$ cat config.mk
export PLATFORM = sky130hd
export DESIGN_NAME = spi_cmd_engine
export DESIGN_NICKNAME = d
export VERILOG_FILES = /design/src/rtl/spi_cmd_pkg.sv /design/src/rtl/spi_cmd_divider.sv /design/src/rtl/spi_cmd_shifter.sv /design/src/rtl/spi_cmd_engine.sv
export SDC_FILE = /design/constraint.sdc
export NUM_CORES = 1
export LEC_CHECK = 0
export BUFFER_PORTS_ARGS = -buffer_cell sky130_fd_sc_hd__clkbuf_2
export CAP_MARGIN = 25
export CELL_PAD_IN_SITES_DETAIL_PLACEMENT = 0
export CELL_PAD_IN_SITES_GLOBAL_PLACEMENT = 1
export CORE_MARGIN = 3
export CORE_UTILIZATION = 44
export CTS_CLUSTER_DIAMETER = 200
export DETAILED_ROUTE_END_ITERATION = 7
export PLACE_DENSITY_LB_ADDON = 0.15
export SLEW_MARGIN = 15
export SYNTH_ARGS = -nofsm -noshare
export SYNTH_HDL_FRONTEND = slang
export SYNTH_SLANG_ARGS = --single-unit
$ cat constraint.sdc
create_clock -name clk -period 2.95 [get_ports clk]
set_clock_uncertainty 0.2 [all_clocks]
set_input_delay 0.4425 -clock clk [delete_from_list [all_inputs] [get_ports clk]]
set_output_delay 0.4425 -clock clk [all_outputs]
set_load 0.1 [all_outputs]
$ cat src/rtl/spi_cmd_pkg.sv
package spi_cmd_pkg;

    typedef enum logic [1:0] {
        ST_IDLE,
        ST_XFER,
        ST_PP_SHIFT,
        ST_PP_WAIT
    } eng_state_e;

    localparam logic [2:0] OFS_CTRL   = 3'd0;
    localparam logic [2:0] OFS_OPCODE = 3'd1;
    localparam logic [2:0] OFS_RESP0  = 3'd5;

    // Outgoing byte count for each 2-bit write code
    function automatic logic [2:0] wr_bytes(input logic [1:0] code);
        case (code)
            2'd0:    return 3'd1;
            2'd1:    return 3'd2;
            2'd2:    return 3'd4;
            default: return 3'd5;
        endcase
    endfunction

    // Byte to place on the wire at position pos of the outgoing phase
    function automatic logic [7:0] wire_byte(input logic [3:0] pos,
                                             input logic [1:0] code,
                                             input logic [7:0][7:0] rf);
        case (pos)
            4'd0:    return rf[1];
            4'd1:    return (code == 2'd1) ? rf[7] : rf[4];
            4'd2:    return rf[3];
            4'd3:    return rf[2];
            default: return rf[7];
        endcase
    endfunction

endpackage

$ cat src/rtl/spi_cmd_divider.sv
module spi_cmd_divider #(
    parameter int FAST_HALF = 2,
    parameter int SLOW_HALF = 4
) (
    input  logic clk,
    input  logic rst_n,
    input  logic en,
    input  logic fast,
    output logic tick
);
    localparam int MAXH = (FAST_HALF > SLOW_HALF) ? FAST_HALF : SLOW_HALF;
    localparam int CW   = $clog2(MAXH + 1);

    logic [CW-1:0] cnt_d, cnt_q;
    logic [CW-1:0] lim;

    always_comb begin
        lim   = fast ? CW'(FAST_HALF - 1) : CW'(SLOW_HALF - 1);
        tick  = en && (cnt_q == lim);
        cnt_d = (!en || tick) ? '0 : cnt_q + 1'b1;
    end

    always_ff @(posedge clk or negedge rst_n) begin
        if (!rst_n) cnt_q <= '0;
        else        cnt_q <= cnt_d;
    end

    AST_TICK_SPACED: assert property (@(posedge clk) disable iff (!rst_n)
        (tick && FAST_HALF > 1 && SLOW_HALF > 1) |=> !tick);

endmodule

$ cat src/rtl/spi_cmd_shifter.sv
module spi_cmd_shifter (
    input  logic       clk,
    input  logic       rst_n,
    input  logic       start,
    input  logic [7:0] tx_byte,
    input  logic       tick,
    input  logic       miso,
    output logic       sck,
    output logic       mosi,
    output logic       active,
    output logic       done,
    output logic [7:0] rx_byte
);
    typedef struct packed {
        logic       active;
        logic       sck;
        logic [2:0] bitcnt;
        logic [7:0] sh;
        logic [7:0] rx;
    } shf_s;

    shf_s d, q;

    always_comb begin
        d    = q;
        done = q.active && tick && q.sck && (q.bitcnt == 3'd7);
        if (q.active && tick) begin
            if (!q.sck) begin
                d.sck = 1'b1;
                d.rx  = {q.rx[6:0], miso};
            end else begin
                d.sck    = 1'b0;
                d.sh     = {q.sh[6:0], 1'b0};
                d.bitcnt = q.bitcnt + 3'd1;
                if (q.bitcnt == 3'd7) d.active = 1'b0;
            end
        end
        if (start) begin
            d.active = 1'b1;
            d.sck    = 1'b0;
            d.bitcnt = '0;
            d.sh     = tx_byte;
        end
    end

    always_ff @(posedge clk or negedge rst_n) begin
        if (!rst_n) q <= '0;
        else        q <= d;
    end

    assign sck     = q.sck;
    assign mosi    = q.sh[7];
    assign active  = q.active;
    assign rx_byte = q.rx;

    AST_MOSI_HOLD_HIGH: assert property (@(posedge clk) disable iff (!rst_n)
        (sck && $past(sck)) |-> $stable(mosi));

endmodule

$ cat src/rtl/spi_cmd_engine.sv
module spi_cmd_engine
    import spi_cmd_pkg::*;
#(
    parameter int FAST_HALF = 2,
    parameter int SLOW_HALF = 4
) (
    input  logic       clk,
    input  logic       rst_n,
    input  logic [2:0] reg_addr,
    input  logic       reg_wr,
    input  logic [7:0] reg_wdata,
    output logic [7:0] reg_rdata,
    input  logic       stream_wr,
    input  logic [7:0] stream_data,
    output logic       spi_sck,
    output logic       spi_mosi,
    output logic       spi_cs_n,
    input  logic       spi_miso
);
    typedef struct packed {
        eng_state_e       state;
        logic             fast;
        logic [1:0]       wcode;
        logic [1:0]       rcnt;
        logic [3:0]       pos;
        logic [7:0][7:0]  rf;
    } eng_s;

    eng_s d, q;

    logic       sh_start, sh_done, sh_active, tick;
    logic [7:0] sh_tx, sh_rx;
    logic [3:0] wlen, total;
    logic [2:0] slot;
    logic       busy, ctrl_wr;

    spi_cmd_divider #(.FAST_HALF(FAST_HALF), .SLOW_HALF(SLOW_HALF)) u_div (
        .clk(clk), .rst_n(rst_n), .en(sh_active), .fast(q.fast), .tick(tick)
    );

    spi_cmd_shifter u_shf (
        .clk(clk), .rst_n(rst_n), .start(sh_start), .tx_byte(sh_tx),
        .tick(tick), .miso(spi_miso), .sck(spi_sck), .mosi(spi_mosi),
        .active(sh_active), .done(sh_done), .rx_byte(sh_rx)
    );

    always_comb begin
        d        = q;
        sh_start = 1'b0;
        sh_tx    = '0;
        ctrl_wr  = reg_wr && (reg_addr == OFS_CTRL);
        wlen     = {1'b0, wr_bytes(q.wcode)};
        total    = wlen + {2'b00, q.rcnt};
        slot     = 3'(q.pos - wlen) + OFS_RESP0;
        case (q.state)
            ST_IDLE: begin
                if (ctrl_wr) begin
                    if (reg_wdata[7:5] == 3'b010) begin
                        d.fast   = reg_wdata[4];
                        d.rcnt   = reg_wdata[3:2];
                        d.wcode  = reg_wdata[1:0];
                        d.pos    = '0;
                        d.state  = ST_XFER;
                        sh_start = 1'b1;
                        sh_tx    = q.rf[OFS_OPCODE];
                    end else if (reg_wdata[7:5] == 3'b001) begin
                        d.fast   = reg_wdata[4];
                        d.state  = ST_PP_SHIFT;
                        sh_start = 1'b1;
                        sh_tx    = q.rf[OFS_OPCODE];
                    end
                end else if (reg_wr) begin
                    d.rf[reg_addr] = reg_wdata;
                end
            end
            ST_XFER: begin
                if (sh_done) begin
                    if (q.pos >= wlen) d.rf[slot] = sh_rx;
                    if (q.pos + 4'd1 == total) begin
                        d.state = ST_IDLE;
                    end else begin
                        d.pos    = q.pos + 4'd1;
                        sh_start = 1'b1;
                        sh_tx    = (q.pos + 4'd1 < wlen) ?
                                   wire_byte(q.pos + 4'd1, q.wcode, q.rf) : 8'h00;
                    end
                end
            end
            ST_PP_SHIFT: begin
                if (sh_done) d.state = ST_PP_WAIT;
            end
            default: begin
                if (ctrl_wr && reg_wdata == 8'h00) begin
                    d.state = ST_IDLE;
                end else if (stream_wr) begin
                    d.state  = ST_PP_SHIFT;
                    sh_start = 1'b1;
                    sh_tx    = stream_data;
                end
            end
        endcase
    end

    always_ff @(posedge clk or negedge rst_n) begin
        if (!rst_n) begin
            q       <= '0;
            q.state <= ST_IDLE;
        end else begin
            q <= d;
        end
    end

    assign busy      = (q.state == ST_XFER) || (q.state == ST_PP_SHIFT);
    assign spi_cs_n  = (q.state == ST_IDLE);
    assign reg_rdata = (reg_addr == OFS_CTRL) ? {busy, 7'h00} : q.rf[reg_addr];

    AST_SCK_IDLE_LOW: assert property (@(posedge clk) disable iff (!rst_n)
        spi_cs_n |-> !spi_sck);

    AST_CS_RISE_CAUSE: assert property (@(posedge clk) disable iff (!rst_n)
        $rose(spi_cs_n) |-> ($past(sh_done) ||
                             $past(reg_wr && reg_addr == 3'd0 && reg_wdata == 8'h00)));

    AST_OPCODE_FROZEN: assert property (@(posedge clk) disable iff (!rst_n)
        (q.state == ST_XFER && reg_wr && reg_addr == OFS_OPCODE) |=> $stable(q.rf[1]));

    AST_BUSY_SHIFTING: assert property (@(posedge clk) disable iff (!rst_n)
        (busy && !$past(busy) && !$past(spi_cs_n) && q.state == ST_PP_SHIFT) |-> $past(stream_wr));

endmodule

Word level (Yosys, flattened, before mapping)
Cells that the tools add are included.
- output and inout port bits: 11
- bits of input ports: 24
- bits in registers: 99
- equality and inequality tests: 22
- multiplexer cells: 54
- add/sub/neg operators: 6
- bitwise logic cells: 1
- $lt $le $gt $ge: 6
- reductions and logical operators: 30
- operator list (kind ; number):
    two-way mux 64 bit ; 3
    one-hot mux 68 bit (2 select lines) ; 1
    bitwise mux 64 bit ; 2
    two-way mux 8 bit ; 15
    two-way mux 68 bit ; 1
    demux 8 bit (select 3 bit) ; 2
    one-hot mux 8 bit (4 select lines) ; 1
    binary-select mux 8 bit (select 3 bit) ; 1
    one-hot mux 8 bit (3 select lines) ; 1
    two-way mux 11 bit ; 2
    two-way mux 21 bit ; 1
    != test 2 bit, second input constant ; 7
    two-way mux 13 bit ; 1
    two-way mux 2 bit ; 6
    two-way mux 1 bit ; 10
    AND reduction 5 bit ; 2
    nonzero test 2 bit ; 5
    two-way mux 3 bit ; 3
    one-hot mux 3 bit (3 select lines) ; 1
    AND reduction 3 bit ; 3
    == test 4 x 2 -> 1 bit, second input constant ; 2
    logical AND 1 bit ; 8
    logical NOT 8 bit ; 1
    < comparator 3 x 4 -> 1 bit, second input constant ; 2
    other kinds (30) ; 38

Longest topological paths before layout
- depth in word-level cells: 12
- depth in mapped cells: 12
- mapped depth without buffers: 12

Hierarchy
From an unflattened synthesis, not the netlist that was laid out.
- cell total of the unflattened synthesis: 599
- area total of the unflattened synthesis: 5909.4 µm²
- by module, submodules not included (module ; instances ; cells an instance ; sequential area each (µm²) ; area an instance (µm²)):
    spi_cmd_engine ; 1 ; 494 ; 1676.6 ; 4769.6
    spi_cmd_shifter ; 1 ; 91 ; 525.5 ; 989.7
    spi_cmd_divider ; 1 ; 14 ; 75.1 ; 150.1

Worst setup path after synthesis
No wires, ideal clock.
- path type: input-to-output
- start: input reg_addr[0]
- end: output reg_rdata[6]
- path buffers: 2
- setup slack: -0.397 ns
- required time: 2.308 ns
- data arrival time: 2.705 ns
- stages on the path: 4
- cells stage by stage: clkbuf_1 > buf_1 > a22oi_1 > o221ai_1
- word-level cells in the longest chain between the ends: 3
- RTL lines (item ; line ; source):
    start: declaration ; spi_cmd_engine.sv:9 ; input logic [2:0] reg_addr,
    binary-select mux 8 bit (select 3 bit) ; spi_cmd_engine.sv:115 ; assign reg_rdata = (reg_addr == OFS_CTRL) ? {busy, 7'h00} : q.rf[reg_addr];
    two-way mux 8 bit (not written as such) ; spi_cmd_engine.sv:115 ;
    two-way mux 8 bit * ; spi_cmd_engine.sv:115 ;
    end: declaration ; spi_cmd_engine.sv:12 ; output logic [7:0] reg_rdata,
Mark *: on every way between the ends. The rest lies on a longest branch, timed or not. The select of a mux whose other input is x is not followed.

Final worst setup path
- start: register q[70] in the netlist's numbering
- end: register u_shf.q[14] in the netlist's numbering
- word-level cells in the longest chain between the ends: 9
- RTL lines (item ; line ; source):
    start: declaration ; spi_cmd_engine.sv:29 ; eng_s d, q;
    == test 2 bit, or another cell as far along ; spi_cmd_pkg.sv:16 ; case (code)
    one-hot mux 3 bit (3 select lines) ; spi_cmd_pkg.sv:16 ;
    adder 3 x 2 -> 4 bit ; spi_cmd_engine.sv:53 ; total = wlen + {2'b00, q.rcnt};
    == test 4 bit ; spi_cmd_engine.sv:79 ; if (q.pos + 4'd1 == total) begin
    two-way mux 1 bit ; spi_cmd_engine.sv:79 ;
    two-way mux 1 bit ; spi_cmd_engine.sv:77 ; if (sh_done) begin
    one-hot mux 1 bit (3 select lines) ; spi_cmd_engine.sv:55 ; case (q.state)
    nonzero test 2 bit (no source line) ; - ;
    AND reduction 2 bit (no source line) ; - ;
    end signal: assignment ; spi_cmd_shifter.sv:47 ; if (!rst_n) q <= '0;
    end signal: assignment ; spi_cmd_shifter.sv:48 ; else q <= d;
    end: declaration ; spi_cmd_shifter.sv:22 ; shf_s d, q;
Several ways; a longest one is shown, not always the timed one.
A chain may end at the register's enable or synchronous reset.

==> out/qor.csv <==
metric,value,unit
cap_violations,0,
critical_path_class,flop to flop,
ir_worst_vdd,307,uV
root_buffer,clkbuf_16,
cts_tree,done,
r2r-end,u_shf.q[14],
ys_seq_area_frac,0.371,
finalNetCount,764,
dieHeight,124,um
outcome,"finished, violations left",
slew_violations,0,
clock_latency,0.36,ns
ys_ff_latch,91,
cts_htree_levels,3,
synthesis.nets,679,
antenna_found_initial,0,
grt.overflow.total,0,
synth_area,6140,um^2
synthArstFlopShare,1.00,
slew_headroom,0.434,
dieArea,15400,um^2
ys.warnings.count,0,
clock_sinks,91,
fillers,1196,
wl_per_cell,22.4,um
num_antenna_cells,0,
tightest_slew,0.842,ns
yosysTopAreaCellShare,0.371,
fin_util,0.577,
hold_path.startpoint,spi_miso,
hold_viol_final,0,
clockBufferDepth,2,
synthCells,628,
hold_path_class,input pin to flop,
r2r-start,q[70],
fin_crit,3.06,ns
max_freq,0.327,GHz
crit_top_cell,ha_4,
hpwl,15.0,mm
violations,negative setup slack,
path_clk_slew,0.07,ns
gp_congestion,0.939,
synth_edf_count,0,
grt_pass1_vias,5463,
p_per_area,355,nW/um^2
synthToLayoutAreaGrowth,26.5,%
rsz0062_at_grt,true,
coreArea,13500,um^2
synthTopCellsByArea,"dfrtp_1 (37%), mux2_2 (12%), ha_1 (5.3%), nand2_1 (5.0%), mux2i_1 (3.8%)",
die_w,124,um
synthDistinctLibCells,73,
synth_ff_type,dfrtp_1,
drt-total-wl,20.0,mm
numCtsBuffers,9,
path_delay_family,compound AO/OA/AOI/OAI gates,
setup_ws,-0.108,ns
cp_num_buf_inv,1,
io_pins,35,
finalCritPeriodShare,1.04,
grt_usage,0.272,
cp_slowest_stage_delay,0.41,ns
drive_gt1_frac,0.344,
cp.arrival,3.16,ns
drt_iter0_drc,473,
crit_required,3.05,ns
drc_errors,0,
port_buffers,34,
crit_chain,inv_2 > ha_4 > ha_4 > fa_2 > xnor3_2 > and2_1 > a311oi_2 > o21ai_4 > a2bb2oi_1 > a311o_1 > nand3_1,
synth.largest_area_cell,dfrtp_1,
start_util,0.456,
ant_nets,0,
rows,42,
crit_fanout,5,
grt_first_pass_wirelength,31.3,mm
cp.depth,11,
layout_common_cells,"dfrtp_1 (91), nand2_1 (81), buf_4 (60), mux2_2 (52)",
p_leak,0.00336,uW
startpoint_type,flop,
setup.worst_path.end,u_shf.q[14],
layout_commonest_cell,dfrtp_1,
worstSetupStartpoint,q[70],
vias_per_cell,6.14,
vias,5486,
first_pass_iters,5,
crit_slowest_cell,dfrtp_1,
r2r_cells,11,
end_kind,flop,
r2r_slack,-0.11,ns
dp_worst_setup_slack,-0.275,ns
grt_start_max_net_pins,44,
setup_violations,14,
syn_avg_cell_area,9.77,um^2
## layout make-up
class	instances	area, um^2	share of cell area
repair buffers	103	900	0.116
flip-flops and latches	91	2280	0.293
clock buffers	10	229	0.0295
multi-input cells	492	3970	0.511
well taps	176	220	0.0284
inverters	16	60.1	0.00773
clock inverters	6	111	0.0143
## flip-flops by register name, indices dropped and copies added, names as in the netlist
signal,flops
u_div.cnt_q,3
u_shf.sck,1
u_shf.rx_byte,8
u_shf.mosi,1
u_shf.q,10
q,67
u_shf.active,1
## stage by stage
step	total power [uW]	TNS [ns]	std cells	cell area, um^2	hold WS (ns)
finish	2760	-0.918	894	7770	0.112
global placement	1410	-1.47	865	6970	0.285
detailed placement	1420	-5.29	865	6970	0.296
floorplan	1320	-1.70	628	6160	-0.0531
CTS	2780	-0.412	887	7470	0.112
global route	2830	-3.30	894	7770	0.127
## metal layers
metal / track usage / wire length, um
met4: 0.129 / 831
met3: 0.0468 / 1170
met5: 0 / 0
met2: 0.418 / 9010
met1: 0.374 / 9040
## cells in the mapped netlist, types with 3 or more instances
| master | count |
|---|---|
| buf_2 | 3 |
| nor2b_1 | 7 |
| mux2i_1 | 23 |
| and2_1 | 5 |
| a31oi_1 | 8 |
| a2bb2oi_1 | 4 |
| a32o_1 | 8 |
| a21o_1 | 4 |
| a222oi_1 | 9 |
| nor3_2 | 3 |
| o2bb2ai_1 | 8 |
| xnor2_1 | 6 |
| mux2_2 | 66 |
| nand3_1 | 17 |
| a21boi_1 | 3 |
| buf_1 | 4 |
| clkbuf_1 | 17 |
| dfrtp_1 | 91 |
| nand2b_1 | 3 |
| a21oi_1 | 19 |
| o31ai_1 | 3 |
| o22ai_1 | 32 |
| nor2_2 | 5 |
| ha_1 | 26 |
| o21ai_0 | 33 |
| inv_1 | 15 |
| xor2_1 | 6 |
| a22oi_1 | 22 |
| nor2_1 | 39 |
| nand2_1 | 82 |
| buf_4 | 3 |
## repair_timing
| item | 4_1_cts | 5_1_grt |
|---|---|---|
| endpoints found under the hold margin | 40 | 0 |
| resized for setup | 23 | 43 |
| pin swaps | 14 | 26 |
| setup endpoints to repair | 65 | 75 |
| setup buffers | 5 | 7 |
| hold buffers | 1 | 0 |
| cloned | 0 | 0 |
## worst min path at each step
stage,endpoint,slack [ns],cells after the start
6_report,u_shf.rx_byte[0],0.11,2
4_1_cts,u_shf.rx_byte[0],0.11,2
3_5_place_dp,u_div.cnt_q[2],0.30,1
5_1_grt,u_shf.rx_byte[0],0.13,2
3_3_place_gp,u_div.cnt_q[0],0.29,1
2_1_floorplan,q[10],-0.05,0
## where the power goes
part | switching (uW) | total, uW | leakage [uW] | internal, uW
registers | 0 | 1250 | 0.00120 | 1250
clock network | 534 | 1360 | 0.000163 | 831
logic | 102 | 145 | 0.00199 | 43.0
## logic make-up after synthesis
kind of cell | count (synthesis) | share of synthesized area
AND/OR/NAND/NOR | 184 | 0.147
AO/OA/AOI/OAI | 178 | 0.212
flip-flops | 91 | 0.371
multiplexers | 90 | 0.160
buffers and inverters | 45 | 0.0324
adder cells (fa/ha/maj) | 27 | 0.0563
XOR/XNOR | 13 | 0.0208
Power figures use the tool's default switching activity.
